===== src/rtl/apb_mem_selftest.sv =====
module apb_mem_selftest #(
  parameter int          IDX_W  = 10,
  parameter int          ADDR_W = 32,
  parameter int          DATA_W = 32,
  parameter int          ERR_W  = 16,
  parameter logic [31:0] SEED   = 32'h1ACE_B00C,
  parameter logic [31:0] POLY   = 32'h8020_0003
) (
  input  logic              clk,
  input  logic              rst_n,
  input  logic              start,
  input  logic [IDX_W-1:0]  first_idx,
  input  logic [IDX_W-1:0]  last_idx,
  output logic              psel,
  output logic              penable,
  output logic              pwrite,
  output logic [ADDR_W-1:0] paddr,
  output logic [DATA_W-1:0] pwdata,
  input  logic [DATA_W-1:0] prdata,
  output logic              busy,
  output logic              done,
  output logic              pass,
  output logic [ERR_W-1:0]  err_p1,
  output logic [ERR_W-1:0]  err_p2,
  output logic [ERR_W:0]    err_total
);
  localparam int PAD_W = ADDR_W - IDX_W - 2;
  localparam logic [DATA_W-1:0] SEED_V = DATA_W'(SEED);
  localparam logic [DATA_W-1:0] POLY_V = DATA_W'(POLY);

  typedef enum logic [1:0] {B_IDLE, B_SETUP, B_ACCESS, B_GAP} bus_t;
  typedef enum logic [1:0] {T_P1W, T_P1R, T_P2W, T_P2R} step_t;

  bus_t              bus_q;
  step_t             step_q;
  logic [IDX_W-1:0]  idx_q, lo_q, hi_q;
  logic [DATA_W-1:0] lfsr_q;
  logic [ERR_W-1:0]  err1_q, err2_q;
  logic              done_q, fin_q;

  function automatic logic [DATA_W-1:0] lfsr_step(input logic [DATA_W-1:0] s);
    return (s >> 1) ^ (s[0] ? POLY_V : '0);
  endfunction

  wire at_end  = (idx_q == hi_q);
  wire is_rd   = (step_q == T_P1R) || (step_q == T_P2R);
  wire is_wr   = !is_rd;
  wire miss    = is_rd && (prdata != lfsr_q);
  wire [IDX_W-1:0] idx_nx = idx_q + IDX_W'(1);

  assign psel      = (bus_q == B_SETUP) || (bus_q == B_ACCESS);
  assign penable   = (bus_q == B_ACCESS);
  assign pwrite    = psel && is_wr;
  assign paddr     = psel ? {{PAD_W{1'b0}}, idx_q, 2'b00} : '0;
  assign pwdata    = pwrite ? lfsr_q : '0;
  assign busy      = (bus_q != B_IDLE);
  assign done      = done_q;
  assign err_p1    = err1_q;
  assign err_p2    = err2_q;
  assign err_total = {1'b0, err1_q} + {1'b0, err2_q};
  assign pass      = fin_q && (err1_q == '0) && (err2_q == '0);

  always_ff @(posedge clk or negedge rst_n) begin
    if (!rst_n) begin
      bus_q  <= B_IDLE;
      step_q <= T_P1W;
      idx_q  <= '0;
      lo_q   <= '0;
      hi_q   <= '0;
      lfsr_q <= SEED_V;
      err1_q <= '0;
      err2_q <= '0;
      done_q <= 1'b0;
      fin_q  <= 1'b0;
    end else begin
      done_q <= 1'b0;
      case (bus_q)
        B_IDLE: if (start) begin
          lo_q   <= first_idx;
          hi_q   <= last_idx;
          idx_q  <= first_idx;
          lfsr_q <= SEED_V;
          step_q <= T_P1W;
          err1_q <= '0;
          err2_q <= '0;
          if (last_idx < first_idx) begin
            done_q <= 1'b1;
            fin_q  <= 1'b1;
          end else begin
            fin_q  <= 1'b0;
            bus_q  <= B_SETUP;
          end
        end
        B_SETUP: bus_q <= B_ACCESS;
        B_GAP:   bus_q <= B_SETUP;
        B_ACCESS: begin
          bus_q <= B_GAP;
          if (miss && step_q == T_P1R && err1_q != '1) err1_q <= err1_q + ERR_W'(1);
          if (miss && step_q == T_P2R && err2_q != '1) err2_q <= err2_q + ERR_W'(1);
          case (step_q)
            T_P1W: step_q <= T_P1R;
            T_P1R: if (at_end) begin
              step_q <= T_P2W;
              idx_q  <= lo_q;
              lfsr_q <= SEED_V;
            end else begin
              step_q <= T_P1W;
              idx_q  <= idx_nx;
              lfsr_q <= lfsr_step(lfsr_q);
            end
            T_P2W: if (at_end) begin
              step_q <= T_P2R;
              idx_q  <= lo_q;
              lfsr_q <= SEED_V;
            end else begin
              idx_q  <= idx_nx;
              lfsr_q <= lfsr_step(lfsr_q);
            end
            default: if (at_end) begin
              bus_q  <= B_IDLE;
              done_q <= 1'b1;
              fin_q  <= 1'b1;
            end else begin
              idx_q  <= idx_nx;
              lfsr_q <= lfsr_step(lfsr_q);
            end
          endcase
        end
        default: bus_q <= B_IDLE;
      endcase
    end
  end

  p_enable_needs_select_r2: assert property (@(posedge clk) disable iff (!rst_n)
    penable |-> psel);
  p_setup_first_r2: assert property (@(posedge clk) disable iff (!rst_n)
    (psel && penable) |-> $past(psel && !penable));
  p_hold_in_access_r2: assert property (@(posedge clk) disable iff (!rst_n)
    (psel && penable) |-> ($stable(paddr) && $stable(pwrite) && $stable(pwdata)));
  p_idle_after_access_r2: assert property (@(posedge clk) disable iff (!rst_n)
    (psel && penable) |=> !psel);
  p_done_pulse_r10: assert property (@(posedge clk) disable iff (!rst_n)
    done |=> !done);
  p_done_when_idle_r10: assert property (@(posedge clk) disable iff (!rst_n)
    done |-> (!busy && !psel));
  p_pass_after_run_r8: assert property (@(posedge clk) disable iff (!rst_n)
    pass |-> !busy);
  p_counts_hold_r8: assert property (@(posedge clk) disable iff (!rst_n)
    (!busy && !start) |=> $stable(err_total));
endmodule


===== config.mk =====
export PLATFORM = sky130hd
export DESIGN_NAME = apb_mem_selftest
export DESIGN_NICKNAME = d
export VERILOG_FILES = /design/src/rtl/apb_mem_selftest.sv
export SDC_FILE = /design/constraint.sdc
export NUM_CORES = 1
export LEC_CHECK = 0
export ABC_AREA = 1
export BUFFER_PORTS_ARGS = -buffer_cell sky130_fd_sc_hd__buf_2
export CORE_MARGIN = 5
export CORE_UTILIZATION = 50
export DETAILED_ROUTE_END_ITERATION = 10
export GPL_TIMING_DRIVEN = 0
export PLACE_DENSITY = 0.75
export RECOVER_POWER = 50
export SYNTH_ARGS = -nofsm -noshare
export SYNTH_HDL_FRONTEND = slang
export SYNTH_SLANG_ARGS = --single-unit

===== constraint.sdc =====
create_clock -name clk -period 2.7 [get_ports clk]
set_clock_uncertainty 0.2 [all_clocks]
set_input_delay 0.135 -clock clk [delete_from_list [all_inputs] [get_ports clk]]
set_output_delay 0.135 -clock clk [all_outputs]
set_load 0.005 [all_outputs]

=== Yosys cells after proc, flatten, opt, wreduce, memory -nomap -nowiden ===
Cells that the tools add are included.

* Bits in registers: 100
* Bits of input ports: 55
* Output and inout port bits: 119
* Word-level logic and storage cells: 99

* Add/subtract/negate cells: 4
* Order comparisons: 1
* Equality and inequality tests: 20
* Multiplexer cells: 37
* Bitwise operators: 1
* Reductions and logical operators: 26

{| class="wikitable"
|+ Operator list
! operator !! count
|-
| 32-bit two-way mux || 5
|-
| 32-bit one-hot mux with 2 select lines || 2
|-
| 16-bit one-hot mux with 2 select lines || 2
|-
| 16-bit two-way mux || 3
|-
| 10-bit one-hot mux with 2 select lines || 2
|-
| 16-bit by 1-bit adder with 16-bit output (second input constant) || 2
|-
| 16-bit logical NOT || 2
|-
| 16-bit != test (second input constant) || 2
|-
| 32-bit != test || 1
|-
| 31-bit by 32-bit bitwise XOR with 32-bit output || 1
|-
| 10-bit two-way mux || 3
|-
| 16-bit by 16-bit adder with 17-bit output || 1
|-
| 2-bit two-way mux || 7
|-
| 12-bit two-way mux || 1
|-
| 4-bit AND reduction || 3
|-
| 10-bit by 1-bit adder with 10-bit output (second input constant) || 1
|-
| 10-bit == test || 1
|-
| 10-bit < comparator || 1
|-
| 2-bit == test (second input constant) || 4
|-
| 1-bit logical AND || 8
|-
| 2-bit != test (second input constant) || 4
|-
| 2-bit one-hot mux with 4 select lines || 1
|-
| 1-bit two-way mux || 7
|-
| 2-bit by 1-bit != test with 1-bit output (second input constant) || 3
|-
| other kinds (14) || 22
|}

=== Logic depth before layout (Yosys ltp) ===
* Depth in word-level cells: 7
* Mapped depth: 14
* Gate-level depth less buffers: 13

=== Worst setup path before layout ===
Ideal clock, no wire load.

* Kind: register -> output
* Start: register err1_q[0] (netlist: err_p1[0])
* End: output err_total[10]
* Data arrival time: 1877 ps
* Data required time: 2365 ps
* Slack: 488 ps
* Stages on the path, launching flop included: 11
* Buffers on the path: 0
* Cell sequence: dfrtp_1 -> ha_1 -> fa_1 -> nand3_1 -> nand2_1 -> nand2_1 -> nand2_1 -> a21oi_1 -> inv_1 -> a21oi_1 -> xnor2_1

* Word-level cells in the longest chain between the ends: 1

{| class="wikitable"
|+ RTL lines
! element !! RTL line !! RTL
|-
| from (decl) || 38 || <nowiki>logic [ERR_W-1:0] err1_q, err2_q;</nowiki>
|-
| from (signal assigned) || 98 || <nowiki>if (miss && step_q == T_P1R && err1_q != '1) err1_q <= err1_q + ERR_W'(1);</nowiki>
|-
| 16-bit by 16-bit adder with 17-bit output || 60 || <nowiki>assign err_total = {1'b0, err1_q} + {1'b0, err2_q};</nowiki>
|-
| to (decl) || 25 || <nowiki>output logic [ERR_W:0] err_total</nowiki>
|}

No other way between the ends.

=== Worst setup path after layout ===
* Start: register err2_q[0] (netlist: err_p2[0])
* End: output err_total[10]

* Word-level cells in the longest chain between the ends: 1

{| class="wikitable"
|+ RTL lines
! element !! RTL line !! RTL
|-
| from (decl) || 38 ||
|-
| from (signal assigned) || 99 || <nowiki>if (miss && step_q == T_P2R && err2_q != '1) err2_q <= err2_q + ERR_W'(1);</nowiki>
|-
| 16-bit by 16-bit adder with 17-bit output || 60 ||
|}

No other way between the ends.

==> impl_metrics.py <==
metrics = {
    "hold_path": {
        "hp-class": "reg2reg",
        "hp-start": "lo_q[9]",
        "hold_end": "lo_q[9]",
        "hold_depth": 2,
    },
    "timing": {
        "slew_headroom": 0.0941,
        "fin_tns_setup_ns": 0,
        "worst_slew_pin_slew_ns": 1.36,
        "finalCriticalPeriod_ns": 2.63,
        "slew_viol_final": 0,
        "post-route-period-util": 0.972,
        "finalHoldViolCount": 0,
        "max_freq_ghz": 0.381,
        "rsz0062_at_grt": "yes",
        "setup_viol": 0,
    },
    "critical_path": {
        "critical-path-slowest-cell": "dfrtp_2",
        "path_max_fanout": 3,
        "worstPathCellList": "ha_4 -> fa_2 -> nand3_2 -> nand2_2 -> nand2_2 -> nand2_2 -> a21oi_4 -> inv_1 -> a21oi_2 -> xnor2_1 -> buf_2",
        "criticalPathCategory": "reg2out",
        "start_kind": "flip-flop",
        "r2r_end": "fin_q",
        "crit_path_max_incr_delay_ns": 0.44,
        "cp_num_buf_inv": 2,
        "rrSetupSlack_ns": 0.23,
        "cp.arrival_ns": 2.29,
        "r2r-start": "bus_q[0]",
        "path_delay_family": "adder cells",
        "crit_top_cell": "nand2_2",
        "required_ns": 2.37,
        "end_kind": "output port",
        "rr_worst_depth": 8,
    },
    "placement": {
        "numPlacedInstances": 1450,
        "port_buffers": 151,
        "gp_congestion": 0.964,
        "dp_hpwl_um": 16200,
    },
    "logic_synthesis": {
        "synth_edf_count": 0,
        "synth_cells": 1089,
        "dominantRegCellSynth": "dfrtp_1",
        "ys_seq_area_frac": 0.333,
        "synth_top_area_cell": "dfrtp_1",
        "ys_ff_latch": 100,
        "async_flop_share": 1.00,
        "synth_warnings": 0,
        "yosysUniqueCellTypes": 44,
        "synth_top_area_frac": 0.288,
        "netlist_area_um2": 7570,
        "syn_avg_cell_area_um2": 6.95,
        "synthTopCellsByArea": "dfrtp_1 29%, nand2_1 15%, inv_1 6.4%, ha_1 6.1%, nor2_1 5.7%",
    },
    "cts": {
        "cts_root_buf": "clkbuf_16",
        "numClockSinks": 100,
        "clk_latency_ns": 0.35,
        "numCtsBuffers": 9,
        "htree_levels": 3,
        "cts_tree": "built",
        "clk_path_buf_depth": 2,
        "path_clk_slew_ns": 0.08,
    },
    "route": {
        "ant_nets": 0,
        "wl_per_cell_um": 14.5,
        "drcViolationCount": 0,
        "vias": 7488,
        "first_iter_violations": 437,
        "drt_pass1_iterations": 6,
        "vias_per_cell": 5.00,
        "wirelength_um": 21700,
    },
    "grt": {
        "grt_pass1_vias": 7239,
        "grt.overflow.total": 0,
        "grt_max_degree": 52,
        "grt_use_total": 0.243,
        "antenna_found_initial": 0,
        "grt_pass1_wl_um": 35500,
    },
    "final_layout": {
        "fillers": 1376,
        "multi_input_area_um2": 4340,
        "syn_to_final_growth_pct": 23.4,
        "drive_gt1_frac": 0.219,
        "post_layout_nonfiller_instances": 1497,
        "diodes": 0,
        "finalNetCount": 1397,
        "regArea_um2": 2530,
    },
    "run_status": {
        "status": "finished, final reports clean",
    },
    "job": {
        "drv_cap": 0,
    },
    "die": {
        "initial_utilization": 0.504,
        "fp-row-count": 45,
        "ioPinCount": 174,
        "die_h_um": 133,
        "dieArea_um2": 17700,
        "dieWidth_um": 133,
        "core-area_um2": 15000,
    },
    "pwr": {
        "p_leak_nw": 4.84,
        "power_density_nw_per_um2": 711,
        "worst_ir_drop_vdd_mv": 0.574,
    },
}
## synthesized netlist by cell type, drive strengths merged, types with 13 or more instances
library cell,number
a21oi,47
xnor2,35
nand3,76
buf,43
nor2,121
ha,37
inv,133
dfrtp,87
clkbuf,18
nand4,19
nand2,316
xor2,17
o21a,14
o21ai,55
nor3,19
dfstp,13
## how the worst max path moves through the flow
stage,from,slack [ns],cells after the start,to
6_report,err_p2[0],0.07,11,err_total[10]
5_1_grt,err_p2[0],-0.05,11,err_total[10]
2_1_floorplan,err_p1[0],0.49,10,err_total[10]
3_5_place_dp,err_p1[2],0.07,8,err_total[11]
3_3_place_gp,err_p1[2],0.09,8,err_total[11]
4_1_cts,err_p2[0],-0.001,11,err_total[10]
## area by class of cell
cell class / count / area share
Timing Repair Buffer: 183 / 0.115
Sequential cell: 100 / 0.271
Tap cell: 188 / 0.0252
Inverter: 133 / 0.0534
Clock buffer: 9 / 0.0241
Clock inverter: 7 / 0.00710
Multi-Input combinational cell: 816 / 0.464
Buffer: 61 / 0.0408
## registers in the layout (all words and copies together), names as in the netlist
register and count:
bus_q 2, done 1, err_p1 16, err_p2 16
fin_q 1, hi_q 10, idx_q 10, lfsr_q 32
lo_q 10, step_q 2
## worst register-to-register path, stage by stage (launching register included)
cell      delay (ns)
dfrtp_1         0.38
inv_1           0.07
ha_1            0.22
inv_1           0.09
clkbuf_1        0.55
buf_1           0.58
nand4_1         0.16
inv_1           0.08
nor2_1          0.04
## timing repair
action                     CTS  global route
setup endpoints to repair   10             7
setup buffers                5             4
gates resized for setup     15            14
hold endpoints to repair    78             0
pin swaps                    7             3
hold buffers                22             0
## metrics by stage
stage                     utilization  total power, mW  cell area [µm²]  setup WS [ns]  hold slack, ns
after floorplan                     -             4.22             7650          0.488          -0.361
after CTS                       0.617             6.67             9280       -0.00130           0.200
after detailed placement        0.577             5.34             8670         0.0682          0.0302
final                           0.621             6.64             9340         0.0743           0.286
after global placement          0.575             5.29             8640         0.0944           0.187
after global routing            0.621             7.21             9340        -0.0454           0.315
## layout by cell type, fill, tap and decap left out, drive strengths merged
cell,n
dfrtp,87
nor3,19
clkinv,3
nand3,76
conb,22
a21o,1
o21bai,2
buf,202
o21ai,55
o31ai,1
a21oi,47
or2,4
inv,136
o21a,14
xor2,17
nor4,5
nand3b,2
clkinvlp,1
o22ai,2
o32ai,1
o2111ai,1
mux2,6
nor2,121
ha,37
o211ai,1
dfstp,13
fa,1
nand4,19
nand2,316
clkbuf,29
xnor2,35
dlygate4sd3,22
a21boi,10
a211oi,1
## layer usage
layer	wire length, µm	part of all wire	GRT usage	vias up
met5	0	0	0	-
met3	1310	0.060	0.0494	25
li1	-	-	-	3852
met4	330	0.015	0.0629	0
met1	9610	0.44	0.320	3392
met2	10500	0.48	0.410	219
## logic make-up (layout without fill, tap and decap cells)
logic type | count (synthesis) | in the layout | synth area share
AND/OR/NAND/NOR | 562 | 562 | 0.315
buffers and inverters | 194 | 393 | 0.116
AO/OA/AOI/OAI | 136 | 136 | 0.102
flip-flops | 100 | 100 | 0.333
XOR/XNOR | 52 | 52 | 0.0602
adder cells (fa/ha/maj) | 38 | 38 | 0.0638
multiplexers | 6 | 6 | 0.00892
other | 1 | 22 | 0.000495
## power by group
part	leakage, nW	switching, mW	total, mW	internal, mW
Sequential	1.25	0.267	2.09	1.83
Combinational	3.45	2.01	3.27	1.26
Clock	0.141	0.631	1.28	0.647
Power figures use the tool's default switching activity.
